--- src/rtl/xos_pkg.sv ---
package xos_pkg;

  typedef enum logic [1:0] {
    ST_IDLE   = 2'd0,
    ST_PRIME  = 2'd1,
    ST_PRIMED = 2'd2,
    ST_SEND   = 2'd3
  } xos_state_t;

  localparam logic [1:0] MODE_SINGLE = 2'b00;
  localparam logic [1:0] MODE_CONCUR = 2'b01;

  // Any nonzero group mode hands bus ownership along the chain.
  function automatic logic is_chained(input logic [1:0] m);
    return m != MODE_SINGLE;
  endfunction

endpackage

--- src/rtl/xos_buf.sv ---
// Result buffer: one write port, registered read port (block-RAM style).
module xos_buf #(
  parameter int DATA_W = 16,
  parameter int DEPTH  = 64,
  localparam int AW    = (DEPTH > 1) ? $clog2(DEPTH) : 1
) (
  input  logic              clk,
  input  logic              wr_en,
  input  logic [AW-1:0]     wr_addr,
  input  logic [DATA_W-1:0] wr_data,
  input  logic [AW-1:0]     rd_addr,
  output logic [DATA_W-1:0] rd_data
);

  logic [DATA_W-1:0] mem [DEPTH];

  always_ff @(posedge clk) begin
    if (wr_en) begin
      mem[wr_addr] <= wr_data;
    end
  end

  always_ff @(posedge clk) begin
    rd_data <= mem[rd_addr];
  end

endmodule

--- src/rtl/xos_ctrl.sv ---
// Output sequencing: priming, hold for chain permission, word stepping.
module xos_ctrl
  import xos_pkg::*;
#(
  parameter int BLOCK_LEN = 64,
  localparam int AW       = (BLOCK_LEN > 1) ? $clog2(BLOCK_LEN) : 1
) (
  input  logic          clk,
  input  logic          rst,
  input  logic          chained,
  input  logic          done,
  input  logic          strobe,
  input  logic          chain_en,
  output xos_state_t    state,
  output logic [AW-1:0] rd_addr,
  output logic          latch_en,
  output logic          own_set,
  output logic          own_clr,
  output logic          dav
);

  localparam logic [AW-1:0] LAST_IDX = AW'(BLOCK_LEN - 1);

  logic [AW-1:0] word_idx;
  logic [AW-1:0] rd_addr_inc;
  logic          at_last;

  assign rd_addr_inc = (rd_addr == LAST_IDX) ? '0 : rd_addr + 1'b1;
  assign at_last     = (word_idx == LAST_IDX);

  // Combinational handshakes derived from the present state.
  always_comb begin
    own_set  = 1'b0;
    own_clr  = 1'b0;
    latch_en = 1'b0;
    unique case (state)
      ST_PRIME:  latch_en = strobe;
      ST_PRIMED: own_set  = !chained || chain_en;
      ST_SEND: begin
        latch_en = strobe && !at_last;
        own_clr  = strobe && at_last;
      end
      default: ;
    endcase
  end

  always_ff @(posedge clk) begin
    if (rst) begin
      state    <= ST_IDLE;
      rd_addr  <= '0;
      word_idx <= '0;
      dav      <= 1'b0;
    end else begin
      unique case (state)
        ST_IDLE: begin
          if (done) begin
            state   <= ST_PRIME;
            rd_addr <= '0;
          end
        end
        ST_PRIME: begin
          if (strobe) begin
            state   <= ST_PRIMED;
            rd_addr <= rd_addr_inc;
          end
        end
        ST_PRIMED: begin
          if (own_set) begin
            state    <= ST_SEND;
            dav      <= 1'b1;
            word_idx <= '0;
          end
        end
        ST_SEND: begin
          if (own_clr) begin
            state   <= ST_IDLE;
            dav     <= 1'b0;
            rd_addr <= '0;
          end else if (strobe) begin
            word_idx <= word_idx + 1'b1;
            rd_addr  <= rd_addr_inc;
          end
        end
        default: state <= ST_IDLE;
      endcase
    end
  end

endmodule

--- src/rtl/xos_eob.sv ---
// End-of-block marker: set after ownership ends, cleared by a strobe.
module xos_eob (
  input  logic clk,
  input  logic rst,
  input  logic dav,
  input  logic strobe,
  output logic eob
);

  logic dav_q;

  always_ff @(posedge clk) begin
    if (rst) begin
      dav_q <= 1'b0;
      eob   <= 1'b0;
    end else begin
      dav_q <= dav;
      if (dav_q && !dav) begin
        eob <= 1'b1;
      end else if (strobe) begin
        eob <= 1'b0;
      end
    end
  end

endmodule

--- src/rtl/xform_out_seq.sv ---
module xform_out_seq
  import xos_pkg::*;
#(
  parameter int DATA_W    = 16,
  parameter int BLOCK_LEN = 64,
  localparam int ADDR_W   = (BLOCK_LEN > 1) ? $clog2(BLOCK_LEN) : 1
) (
  input  logic              clk,
  input  logic              rst,
  input  logic [1:0]        mode,
  input  logic              done,
  input  logic              wr_en,
  input  logic [ADDR_W-1:0] wr_addr,
  input  logic [DATA_W-1:0] wr_data,
  input  logic              strobe,
  input  logic              chain_en,
  output logic              dav,
  output logic              bus_oe,
  output logic [DATA_W-1:0] bus_data,
  output logic              eob_mark
);

  xos_state_t        st_w;
  logic [ADDR_W-1:0] rd_addr_w;
  logic [DATA_W-1:0] rd_data_w;
  logic              latch_en_w;
  logic              own_set_w;
  logic              own_clr_w;
  logic              chained_w;
  logic [DATA_W-1:0] out_q;
  logic              oe_q;

  assign chained_w = is_chained(mode);

  xos_buf #(
    .DATA_W (DATA_W),
    .DEPTH  (BLOCK_LEN)
  ) u_buf (
    .clk     (clk),
    .wr_en   (wr_en),
    .wr_addr (wr_addr),
    .wr_data (wr_data),
    .rd_addr (rd_addr_w),
    .rd_data (rd_data_w)
  );

  xos_ctrl #(
    .BLOCK_LEN (BLOCK_LEN)
  ) u_ctrl (
    .clk      (clk),
    .rst      (rst),
    .chained  (chained_w),
    .done     (done),
    .strobe   (strobe),
    .chain_en (chain_en),
    .state    (st_w),
    .rd_addr  (rd_addr_w),
    .latch_en (latch_en_w),
    .own_set  (own_set_w),
    .own_clr  (own_clr_w),
    .dav      (dav)
  );

  xos_eob u_eob (
    .clk    (clk),
    .rst    (rst),
    .dav    (dav),
    .strobe (strobe),
    .eob    (eob_mark)
  );

  // Final output register and bus-drive flop.
  always_ff @(posedge clk) begin
    if (rst) begin
      out_q <= '0;
      oe_q  <= 1'b0;
    end else begin
      if (latch_en_w) begin
        out_q <= rd_data_w;
      end
      if (own_set_w) begin
        oe_q <= 1'b1;
      end else if (own_clr_w) begin
        oe_q <= 1'b0;
      end
    end
  end

  assign bus_data = out_q;
  assign bus_oe   = oe_q;

endmodule

--- config.mk ---
export PLATFORM = sky130hd
export DESIGN_NAME = xform_out_seq
export DESIGN_NICKNAME = d
export VERILOG_FILES = /design/src/rtl/xos_pkg.sv /design/src/rtl/xos_buf.sv /design/src/rtl/xos_ctrl.sv /design/src/rtl/xos_eob.sv /design/src/rtl/xform_out_seq.sv
export SDC_FILE = /design/constraint.sdc
export NUM_CORES = 1
export LEC_CHECK = 0
export BUFFER_PORTS_ARGS = -buffer_cell sky130_fd_sc_hd__buf_2
export CAP_MARGIN = 5
export CORE_MARGIN = 1
export CORE_UTILIZATION = 28
export DETAILED_ROUTE_END_ITERATION = 7
export PLACE_DENSITY_LB_ADDON = 0.1
export SETUP_SLACK_MARGIN = 0.15
export SYNTH_ARGS = -nofsm -noshare
export SYNTH_HDL_FRONTEND = slang
export SYNTH_SLANG_ARGS = --single-unit
export TNS_END_PERCENT = 1
--- constraint.sdc ---
create_clock -name clk -period 2.4 [get_ports clk]
set_input_delay 0.36 -clock clk [delete_from_list [all_inputs] [get_ports clk]]
set_output_delay 0.36 -clock clk [all_outputs]
set_load 0.05 [all_outputs]
**Word-level counts from Yosys, hierarchy flattened**

Memories as Yosys holds them, arrays and structs flattened. A register that Yosys moved wholly into a read port is not among the register bits.
Index checks and enable logic that the tools add are counted.

- Register bits: 34
- Output and inout bits: 19
- Bits in writable memories: 1024
- Logic and storage cells: 64
- Input bits: 30
- Memories: 1

Memory list:

| memory | words | width | rd ports | clocked after Yosys merged registers in | write ports | line | text |
|---|---|---|---|---|---|---|---|
| u_buf.mem | 64 | 16 | 1 | 1 | 1 | xos_buf.sv:15 | `logic [DATA_W-1:0] mem [DEPTH];` |

- Equal/unequal tests: 11
- Add/sub/neg operators: 2
- Mux-type cells: 25
- Reductions and logical operators: 17

Operators with widths:

| cell | number |
|---|---|
| $mux W6 | 7 |
| $pmux W6 S3 | 1 |
| $add A6 B1 Y6 const B | 2 |
| $eq A6 B6 Y1 const B | 2 |
| $ne A2 B2 Y1 const B | 6 |
| $pmux W6 S2 | 1 |
| $mux W1 | 9 |
| $mux W2 | 4 |
| $pmux W2 S4 | 1 |
| $reduce_and A4 Y1 | 2 |
| $reduce_bool A2 Y1 | 4 |
| $eq A2 B2 Y1 const B | 2 |
| $pmux W1 S2 | 2 |
| $logic_and A1 B1 Y1 | 3 |
| $logic_not A1 Y1 | 3 |
| $reduce_and A3 Y1 | 1 |
| $reduce_bool A3 Y1 | 1 |
| $eq A2 B1 Y1 const B | 1 |
| $logic_not A2 Y1 | 1 |
| $reduce_and A2 Y1 | 1 |
| $logic_or A1 B1 Y1 | 1 |

**Logic depth before layout (Yosys ltp)**

- Depth after elaboration: 6
- Gate-level depth with buffers: 9
- Mapped depth without buffers: 7

**Cells and area by module**

From an unflattened synthesis, not the netlist that was laid out.

- Cell total of the unflattened synthesis: 1999
- Area total of the unflattened synthesis: 41638.7 um^2

By module, submodules not included:

| module | instances | cells an instance | sequential area each (um^2) | area an instance (um^2) |
|---|---|---|---|---|
| xos_buf | 1 | 1829 | 31069.8 | 40042.2 |
| xos_ctrl | 1 | 107 | 300.3 | 905.9 |
| xform_out_seq | 1 | 57 | 340.3 | 623.1 |
| xos_eob | 1 | 6 | 40.0 | 67.6 |

**Worst setup path after synthesis**

No wires, ideal clock.

- Path kind: input-to-reg
- Start: input port wr_addr[3]
- End: memory u_buf.mem[48][0] (enable)
- Stages: 4
- Library setup time: 0.409 ns
- Path buffers: 1
- Arrival time: 2.011 ns
- Data required time: 1.991 ns
- Setup slack: -0.020 ns
- Path through: clkbuf_1 > nor2b_1 > nand4b_1 > nor3_1

RTL lines:

| item | line | text |
|---|---|---|
| from (decl) | xform_out_seq.sv:13 | `input logic [ADDR_W-1:0] wr_addr,` |
| to (decl) | xos_buf.sv:15 |  |

Straight into the memory's write port.

==> impl_metrics.ini <==
[route]
drt_pass1_iterations = 5
detail_route.vias_per_cell = 4.73
drt_iter0_drc = 1470
ant_nets = 0
wirelength_mm = 119
wl_per_cell_um = 27.4
via_count = 20500
post-route-drc-count = 0

[floorplan]
die_h_um = 385
dieArea_um2 = 148000
start_util_pct = 28.2
fp.dieW_um = 385
ios = 49
core-area_um2 = 146000
placementRows = 140

[run]
drv_cap = 0

[placement]
portBuffers = 48
hpwl_mm = 74.2
gp_congestion = 0.784
placed_area_um2 = 46200

[layout]
final_area_um2 = 51100
syn_to_final_growth_pct = 24.4
fin_nets = 2351
drive_gt1_share_pct = 36.5
final_util_pct = 35.1
fillerInstances = 13500

[synth]
ys_types = 47
synth_nets = 1991
synth-seq-area-share_pct = 77.3
yosys-top-cells-count = 1024 x edfxtp_1, 230 x mux4_2, 121 x nor2_1
synth.avg_cell_area_um2 = 21.0
ys_seq_elements = 1074
yosys.area.top_type = edfxtp_1
synthCells = 1953
netlist.area_leader.share_pct = 74.9
netlist_area_um2 = 41100
synth.area.top_cells = edfxtp_1 75%, mux4_2 13%, dfxtp_1 2.4%, mux2i_1 2.2%, nor2_1 1.1%
synth_edf_count = 1024
synth_warnings = 0
synth.most_common_cell = edfxtp_1
async_flop_share_pct = 0
synthFlopType = edfxtp_1

[outcome]
outcome = finished, final reports clean

[grt]
grt_util_all_layers_pct = 16.2
antenna_found_initial = 13
grt_max_degree = 65
grt_overflow = 0
grt_pass1_wl_mm = 169
grt_pass1_vias = 21700

[critical_path]
crit_path_max_fanout = 7
reg2reg_from = u_ctrl.rd_addr[0]$_SDFFE_PP0P_
critPathKind = reg -> reg
critPathLaunchType = register
crit_required_ns = 3.00
crit_arrival_ns = 2.93
end_kind = register
cp-startpoint = u_ctrl.rd_addr[0]$_SDFFE_PP0P_

[cts]
htreeDepth = 3
path_clk_slew_ns = 0.06
cts_buffers = 120
cts_tree = done
clock_path_buffers = 3
root_buffer = clkbuf_16
cts_sinks = 1074
clk_latency_ns = 0.72

[timing]
slew_violations = 0
post-route-period-util_pct = 96.9
rsz0062_at_grt = yes
worst_pin_slew_ns = 1.03
relSlewSlack_pct = 31.4
hold_violations = 0
setup_viol = 0
finClkSkew_ns = 0.0235
max_clock_freq_ghz = 0.430
period_minus_slack_ns = 2.33

[worst_hold_path]
hold_class = in -> reg
hold_path.startpoint = rst

[pwr]
p_per_area_nw_per_um2 = 867
leakage_nw = 16.0
peakVddDrop_uv = 577
-- critical path: stages, from the launching register on --
cell and delay, ns:
dfxtp_4 0.41, buf_12 0.13, buf_12 0.14, buf_4 0.12
mux4_2 0.50, mux2i_1 0.27, o22ai_1 0.24, nor2_1 0.18
buf_4 0.15, o31ai_1 0.06
-- path summary, 6_finish.rpt --
| check | end | slack [ns] | depth (start not counted) |
|---|---|---|---|
| max | u_buf.rd_data[10]$_DFF_P_ | 0.07 | 9 |
| min | u_eob.dav_q$_SDFF_PP0_ | 0.10 | 2 |
| max reg2reg | u_buf.rd_data[10]$_DFF_P_ | 0.07 | 9 |
| min reg2reg | bus_data[5]$_SDFFE_PP0P_ | 0.46 | 2 |
-- state kept, by name, indices dropped and copies added, names as in the netlist --
name / flops
u_eob.eob: 1
u_eob.dav_q: 1
bus_data: 16
u_ctrl.dav: 1
u_ctrl.rd_addr: 6
bus_oe: 1
u_ctrl.state: 2
u_buf.mem: 1024
u_ctrl.word_idx: 6
u_buf.rd_data: 16
-- area by class of cell --
| type | instances | area [um2] | area share (%) |
|---|---|---|---|
| Multi-Input combinational cell | 766 | 9410 | 18.4 |
| Inverter | 6 | 22.5 | 0.0441 |
| Sequential cell | 1074 | 31800 | 62.1 |
| Timing Repair Buffer | 345 | 3670 | 7.19 |
| Tap cell | 1917 | 2400 | 4.69 |
| Clock inverter | 75 | 613 | 1.20 |
| Clock buffer | 147 | 3220 | 6.30 |
| Antenna cell | 6 | 15.0 | 0.0294 |
-- timing repair --
| item | 4_1_cts | 5_1_grt |
|---|---|---|
| gates cloned | 4 | 0 |
| buffers inserted | 22 | 2 |
| hold buffers | 1 | 0 |
| resized for setup | 117 | 25 |
| endpoints found under the setup margin | 16 | 16 |
| hold endpoints to repair | 1 | 0 |
| pin swaps | 15 | 7 |
-- metrics by stage --
step	hold slack, ns	setup TNS [ns]	std cells	setup WS, ns	power, mW
after floorplan	0.437	-0.230	1953	-0.0144	24.2
after global placement	0.443	-2.81	4079	-0.501	26.2
after CTS	0.00656	0	4328	0.0600	44.9
after detailed placement	0.450	-3.13	4079	-0.550	26.3
final	0.102	0	4336	0.0745	44.3
after global routing	0.0639	-0.00220	4330	-0.00220	45.9
-- where the power goes --
part	leakage [nW]	total, mW	switching (mW)	internal, mW
Clock	1.89	17.9	7.42	10.5
Combinational	4.44	5.45	2.74	2.71
Sequential	9.63	21.0	0.183	20.8
Total	16.0	44.3	10.3	34.0
-- routing by layer --
layer  up-vias  global-route usage [%]  part of all wire, %
li1       8878                       -                    -
met4         8                    3.80                  1.7
met1     11100                    22.0                   45
met2       350                    27.0                   49
met5         -                       0                0.046
met3       131                    2.46                  3.8
-- kinds of logic after synthesis --
family                   Yosys count  synth area share, %
buffers and inverters            113                 1.34
adder cells (fa/ha/maj)            8                0.244
multiplexers                     340                 15.3
flip-flops                      1074                 77.3
AO/OA/AOI/OAI                    148                 2.75
AND/OR/NAND/NOR                  262                 2.86
XOR/XNOR                           8                0.171
-- cell usage in the layout (no fill, tap or decap), types with 12 or more instances in the layout --
cell type,netlist,final
edfxtp_1,1024,1024
mux4_2,230,230
buf_4,11,194
clkbuf_16,0,123
nor2_1,121,94
mux2i_1,91,79
buf_12,0,77
buf_2,44,48
nand2_1,48,47
dfxtp_1,50,46
clkinv_1,0,32
clkinv_2,0,28
nor2_2,0,26
a22o_1,31,24
mux2_2,19,19
clkbuf_1,42,19
nor3_1,29,16
buf_6,4,15
nand3_1,14,13
o22ai_1,22,13
a21oi_1,12,12
a22oi_1,15,12
Power figures use the tool's default switching activity.
